$ cat src/rtl/bag_pkg.sv
package bag_pkg;
    typedef enum logic [2:0] {
        CMD_HOLD,
        CMD_LOAD,
        CMD_STOP,
        CMD_STEP,
        CMD_IDLE
    } bag_cmd_e;
endpackage

$ cat src/rtl/bag_cmd_decode.sv
module bag_cmd_decode
    import bag_pkg::*;
(
    input  logic     suspend_i,
    input  logic     adv_nload_i,
    input  logic     sel_n_a_i,
    input  logic     sel_n_b_i,
    input  logic     sel_p_i,
    input  logic     act_i,
    output bag_cmd_e cmd_o
);
    logic selected;

    assign selected = !sel_n_a_i && !sel_n_b_i && sel_p_i;

    always_comb begin
        if (suspend_i) begin
            cmd_o = CMD_HOLD;
        end else if (!adv_nload_i) begin
            cmd_o = selected ? CMD_LOAD : CMD_STOP;
        end else begin
            cmd_o = act_i ? CMD_STEP : CMD_IDLE;
        end
    end
endmodule

$ cat src/rtl/bag_seq_offset.sv
module bag_seq_offset #(
    parameter int CNT_W = 2
) (
    input  logic [CNT_W-1:0] start_i,
    input  logic [CNT_W-1:0] count_i,
    input  logic             ilv_i,
    output logic [CNT_W-1:0] low_o
);
    logic [CNT_W-1:0] lin_low;
    logic [CNT_W-1:0] ilv_low;

    assign lin_low = start_i + count_i;
    assign ilv_low = start_i ^ count_i;
    assign low_o   = ilv_i ? ilv_low : lin_low;
endmodule

$ cat src/rtl/burst_addr_gen.sv
module burst_addr_gen
    import bag_pkg::*;
#(
    parameter int ADDR_W    = 17,
    parameter int BURST_LEN = 4
) (
    input  logic              clk,
    input  logic              rst_n,
    input  logic              suspend_i,
    input  logic              adv_nload_i,
    input  logic              sel_n_a_i,
    input  logic              sel_n_b_i,
    input  logic              sel_p_i,
    input  logic              ilv_mode_i,
    input  logic [ADDR_W-1:0] ext_addr_i,
    output logic [ADDR_W-1:0] arr_addr_o,
    output logic              burst_act_o
);
    localparam int CNT_W = $clog2(BURST_LEN);

    typedef struct packed {
        logic [ADDR_W-1:0] base;
        logic [CNT_W-1:0]  cnt;
        logic              act;
    } bag_state_t;

    bag_state_t st_d, st_q;
    bag_cmd_e   cmd;
    logic [CNT_W-1:0] low_bits;

    bag_cmd_decode u_dec (
        .suspend_i  (suspend_i),
        .adv_nload_i(adv_nload_i),
        .sel_n_a_i  (sel_n_a_i),
        .sel_n_b_i  (sel_n_b_i),
        .sel_p_i    (sel_p_i),
        .act_i      (st_q.act),
        .cmd_o      (cmd)
    );

    bag_seq_offset #(.CNT_W(CNT_W)) u_seq (
        .start_i(st_q.base[CNT_W-1:0]),
        .count_i(st_q.cnt),
        .ilv_i  (ilv_mode_i),
        .low_o  (low_bits)
    );

    always_comb begin
        st_d = st_q;
        case (cmd)
            CMD_LOAD: begin
                st_d.base = ext_addr_i;
                st_d.cnt  = '0;
                st_d.act  = 1'b1;
            end
            CMD_STOP: st_d.act = 1'b0;
            CMD_STEP: st_d.cnt = st_q.cnt + 1'b1;
            default:  st_d = st_q;
        endcase
    end

    always_ff @(posedge clk or negedge rst_n) begin
        if (!rst_n) begin
            st_q <= '0;
        end else begin
            st_q <= st_d;
        end
    end

    assign arr_addr_o  = {st_q.base[ADDR_W-1:CNT_W], low_bits};
    assign burst_act_o = st_q.act;
endmodule

$ cat config.mk
export PLATFORM = sky130hd
export DESIGN_NAME = burst_addr_gen
export DESIGN_NICKNAME = d
export VERILOG_FILES = /design/src/rtl/bag_pkg.sv /design/src/rtl/bag_cmd_decode.sv /design/src/rtl/bag_seq_offset.sv /design/src/rtl/burst_addr_gen.sv
export SDC_FILE = /design/constraint.sdc
export NUM_CORES = 1
export LEC_CHECK = 0
export CAP_MARGIN = 40
export CORE_UTILIZATION = 44
export CTS_CLUSTER_DIAMETER = 150
export DETAILED_ROUTE_END_ITERATION = 8
export GPL_ROUTABILITY_DRIVEN = 0
export PLACE_DENSITY = 0.84
export SYNTH_ARGS = -nofsm -noshare
export SYNTH_HDL_FRONTEND = slang
export SYNTH_SLANG_ARGS = --single-unit
$ cat constraint.sdc
create_clock -name clk -period 1.8 [get_ports clk]
set_input_delay 0.18 -clock clk [delete_from_list [all_inputs] [get_ports clk]]
set_output_delay 0.18 -clock clk [all_outputs]
set_load 0.02 [all_outputs]
# Yosys cells after proc, flatten, opt, wreduce, memory -nomap -nowiden
# Index checks and enable logic that the tools add are counted.
totals:
  output_inout_bits: 18
  register_bits: 20
  input_bits: 25
classes:
  eq_ne: 3
  n_bitwise: 1
  muxes: 7
  n_reduce_logical: 6
  n_addsub: 2
ops:
  columns: ["op", "n"]
  rows:
  - ["3-bit two-way mux", 3]
  - ["3-bit by 2-bit equality test with 1-bit output, second input constant", 2]
  - ["2-bit two-way mux", 2]
  - ["2-bit one-hot mux with 2 select lines", 1]
  - ["2-bit nonzero test", 2]
  - ["3-bit by 1-bit equality test with 1-bit output, second input constant", 1]
  - ["2-bit by 1-bit adder with 2-bit output, second input constant", 1]
  - ["2-bit adder", 1]
  - ["1-bit logical AND", 2]
  - ["1-bit logical NOT", 2]
  - ["1-bit one-hot mux with 2 select lines", 1]
  - ["2-bit bitwise XOR", 1]

# Depth between registers and ports, before layout
depth:
  word_depth: 8
  mapped_depth: 5
  mapped_depth_nobuf: 3

# Modules after synthesis
# Synthesis repeated with hierarchy kept, for this count alone.
hier_totals:
  cells_unflattened: 73
  hier_area_um2: 1039.7
modules_own_cells:
  columns: ["mod", "area_per_inst_um2", "instances", "cells_per_inst", "seq_area_each_um2"]
  rows:
  - ["burst_addr_gen", 945.9, 1, 63, 500.5]
  - ["bag_cmd_decode", 57.6, 1, 6, 0.0]
  - ["bag_seq_offset", 36.3, 1, 4, 0.0]

# Least setup slack after synthesis
# OpenSTA, ideal clock, no wires.
synth_timing:
  path_kind: "reg-to-output"
  from: "register st_q[1] (netlist bit)"
  to: "output port arr_addr_o[1]"
  path_buffers: 0
  required_ns: 1.620
  arrival_ns: 1.086
  slack_ns: 0.534
  stages_incl_launch_ff: 4
  path_cell_list: "dfrtp_1 > ha_1 > nor2b_1 > xnor2_1"
synth_between:
  elab_chain_cells: 2
synth_lines:
  columns: ["element", "line", "rtl"]
  rows:
  - ["start: declaration", "burst_addr_gen.sv:27", "bag_state_t st_d, st_q;"]
  - ["start signal: assignment", "burst_addr_gen.sv:66", "st_q <= st_d;"]
  - ["2-bit adder", "bag_seq_offset.sv:12", "assign lin_low = start_i + count_i;"]
  - ["2-bit two-way mux", "bag_seq_offset.sv:14", "assign low_o = ilv_i ? ilv_low : lin_low;"]
  - ["end: declaration", "burst_addr_gen.sv:16", "output logic [ADDR_W-1:0] arr_addr_o,"]
# Every way passes these cells.

# Worst setup path after layout
# Ends and elaborated chain as after synthesis.

==> results.md <==
- The run finished with clean final reports.
- Walking the worst path, the cells encountered are ha_1, nor2b_1, xnor2_1, clkbuf_2.
- The synthesized design spends more area on one cell type than any other, namely dfrtp_1.
- The violation count after the first detailed-routing iteration is 2.
- The final count of negative-setup-slack endpoints is 0.
- In this run, distinct cell masters in the synthesized netlist total 16.
- The cell at the root of the clock tree is clkbuf_4.
- The first TritonRoute pass finished after 2 iterations.
- For this configuration, the core starts out at a cell density of 0.490.
- Of the total power, the share spent switching nets is 0.306.
- The buffer count from post-CTS setup fixing is 0.
- Summing over every cut layer, the via total after detailed routing is 605.
- The number of antenna violations at the first check in global routing is 0.
- Power spread over the standard cell area amounts to 1060 mW/mm^2.
- Along the worst path, the maximum fanout reaches 5.
- The DRC violations left is 0.
- The final count of hold timing violations is 0.
- The share of total power dissipated in sequential elements is 0.425.
- Entering global routing, the biggest net connects 21 pins.
- The synthesized net count is 96.
- The leakage power figure is 0.588 nW.
- Dividing the detail-routed wire length by the instance count gives around 14 microns.
- The shortest clock period the worst path allows after layout is approximately 1.6 ns.
- Summed over all nets, the half-perimeter wirelength after detailed placement is ~1300 microns.
- The worst setup slack after placement is 0.0410 ns.
- The number of rows in the core area is 16.
- The area share of the leading cell type in the synthesized netlist is 0.500.
- Sorting the synthesized cells by area gives the leading types as dfrtp_1 (50%), mux2_4 (14%), buf_4 (11%).
- The number of global-route vias before repair is 644.
- No sink is reached through more buffers than the 2 on the longest clock path.
- Including well taps, the total number of placed cells is about 120.
- Data on the critical path is required at its endpoint by about 1.6 ns.
- By startpoint and endpoint, the worst setup path is classified as flip-flop to output port.
- In the final layout, the share of cells above drive strength 1 is 0.277.
- The worst reg2reg path endpoint is st_q[2].
- Among all stages on the critical path, the largest delay is contributed by dfrtp_1.
- The number of slew-limit violations in the final report was 0.
- The area growth from synthesis to layout is 37.4%.
- The width of the die is 49.7 microns.
- TritonCTS built the clock tree.
- The cell area that synthesis handed to floorplanning was 0.00100 sq mm.
- The floorplan die area is 0.00247 sq mm.
- The data arrival time of the critical path is ~1.4 ns.
- The number of max-capacitance violations reported is 0.
- For this design, the CTS-stage hold fixing added 0 buffers.
- The share of total power in combinational logic is 0.399.
- The global routing usage summed across all routing layers is 0.159.
- The clock network power share is 0.176.
- The routed wire length is ~1700 microns.
- The sum of negative setup slack is 0 ns.
- On the worst path, the slowest cell contributes a delay of 0.44 ns.
- The worst register-to-register path begins at st_q[1].
- The post-synthesis sequential element count is 20.
- The design draws 1.46 mW.
- The sort of element at the start of the critical path is a flip-flop.
- The number of top-level pins is 43.
- In this run the mean area of a mapped cell was 14.3 sq um.
- The final setup skew is 0.000251 ns.
- At the end of the flow, the number of nets in the layout was 128.
- The wire length of the first global-routing pass is between 2000 and 3000 microns.
- The transition time of the tightest slew-check pin is 0.240 ns.
- The clock-pin slew on the worst setup and hold paths is about 0.11 ns.
- The cell internal power dissipation is roughly 1.0 mW.
- The path category of the worst min-delay check is primary input to asynchronous set/reset pin.
- The cell depth of the worst flop-to-flop path is 3.
- The synthesized instance count is 70.
- The CTS sink count is 20.
- The port buffer count is between 40 and 50.
- The H-tree level count is 1.
- Across the VDD grid, the largest voltage drop is 0.000709 V.
- Setup repair after global routing left no endpoint under its margin.
- The critical path endpoint category is an output port.
- For this run, the top clock speed supported by timing is 627 MHz.
- The switching power total is 446 uW.
- Of the available clock period, the critical path in the final layout requires 0.887.
- Measured against its own limit, the worst slew margin works out to 0.840.
- The number of antenna diodes in the final layout is 0.
- In this run the remaining antenna-violating nets after routing total 0.
- The core area is 0.00204 sq mm.
- During synthesis, Yosys emitted a total of 0 warnings.
- The worst path meets setup with 0.204 ns of slack.
- Buffers inserted during clock tree synthesis total 3.
- Of the synthesized area, sequential elements account for 0.500.
- The insertion delay of the later-clocked pin in the worst-skew pair is a little under 0.3 ns.
- Excluding fillers, the count of instances in the completed layout stands at 128.
- Summed over all layers, the global routing overflow is 0.
- The vertical extent of the die is a little under 50 microns.
- Setup slack on the worst reg-to-reg path comes out at 0.65 ns.
- After detailed routing, the number of vias per cell comes to 4.73.
==> sequential cells by signal, indices dropped and copies added, names as in the netlist <==
register     flops
st_q             4
arr_addr_o      15
burst_act_o      1
==> cell usage in the layout, fill, tap and decap left out <==
| cell | netlist | layout |
|---|---|---|
| o21bai_1 | 1 | 1 |
| clkbuf_2 | 0 | 1 |
| clkbuf_4 | 0 | 3 |
| clkdlybuf4s50_1 | 0 | 40 |
| nor2b_1 | 1 | 1 |
| nand2b_1 | 1 | 1 |
| buf_4 | 15 | 1 |
| o21ai_0 | 1 | 1 |
| dlygate4sd2_1 | 0 | 1 |
| nor2_1 | 2 | 2 |
| nor3b_4 | 0 | 1 |
| dfrtp_1 | 20 | 20 |
| xnor2_1 | 2 | 2 |
| ha_1 | 1 | 1 |
| buf_12 | 1 | 1 |
| clkbuf_8 | 0 | 1 |
| nand2_1 | 1 | 1 |
| mux2_4 | 9 | 9 |
| a22o_1 | 2 | 2 |
| nor3b_2 | 2 | 1 |
| mux2_2 | 10 | 10 |
==> cells by family after synthesis <==
kind of cell	Yosys count	synth area share
and+or+nand+nor	7	0.0488
muxes	19	0.248
DFF	20	0.500
adders and majority gates	1	0.0125
xor gates and xnor gates	2	0.0175
AOI/OAI and AO/OA	4	0.0300
buffers and inverters	17	0.144
==> metrics by stage <==
| stage | utilization | area (sq um) | hold WS [ns] |
|---|---|---|---|
| final | 0.673 | 1380 | 0.213 |
| after CTS | 0.675 | 1380 | 0.212 |
| after global placement | 0.659 | 1350 | 0.489 |
| after global routing | 0.673 | 1380 | 0.220 |
| after floorplan | - | 1000 | -0.116 |
| after detailed placement | 0.659 | 1350 | 0.491 |
==> critical path, delay by kind of cell (launching register included) <==
| kind | cells | cell delay, ns |
|---|---|---|
| XOR/XNOR | 1 | 0.15 |
| adder cells (fa/ha/maj) | 1 | 0.21 |
| buffers and inverters | 1 | 0.19 |
| flip-flops | 1 | 0.44 |
| AND/OR/NAND/NOR | 1 | 0.13 |
==> how the worst max path moves through the flow <==
stage               startpoint            end  slack (ns)  cells past startpoint
floorplan              st_q[1]  arr_addr_o[1]        0.53                      3
global placement       sel_p_i  arr_addr_o[6]        0.09                      5
detailed placement     sel_p_i  arr_addr_o[8]        0.04                      5
CTS                    st_q[1]  arr_addr_o[1]        0.05                      4
global route           st_q[1]  arr_addr_o[1]        0.10                      4
finish                 st_q[1]  arr_addr_o[1]        0.20                      4
==> power by group through the flow <==
stage | combinational [mW] | clock (mW) | sequential (mW)
after floorplan | 0.434 | 0 | 0.612
after global placement | 0.596 | 0 | 0.623
after detailed placement | 0.609 | 0 | 0.628
after CTS | 0.594 | 0.266 | 0.623
after global routing | 0.620 | 0.284 | 0.638
final | 0.583 | 0.257 | 0.621
==> layer usage <==
layer | vias up | wire length (microns) | track usage
li1 | 290 | - | -
met3 | 2 | 113 | 0.0340
met4 | 0 | 8 | 0.0571
met2 | 30 | 868 | 0.273
met1 | 283 | 741 | 0.196
met5 | - | 0 | 0
==> Yosys cell counts (all sizes together) <==
cell	count
o21ai	1
nor2b	1
a22o	2
buf	17
xnor2	2
ha	1
nor3b	2
o21bai	1
dfrtp	20
nand2b	1
mux2	19
nand2	1
nor2	2
==> timing repair <==
action                     4_1_cts  5_1_grt
hold endpoints to repair         0        0
gates resized for setup          2        2
setup endpoints to repair        2        1
==> final cells by class <==
class,count,area (sq um)
fill,171,667
sequential,20,500
timing repair buffer,44,442
multi-input combinational,33,363
clock buffer,4,36.3
tap,27,33.8
Note: power is estimated with default switching activity, not from simulation.
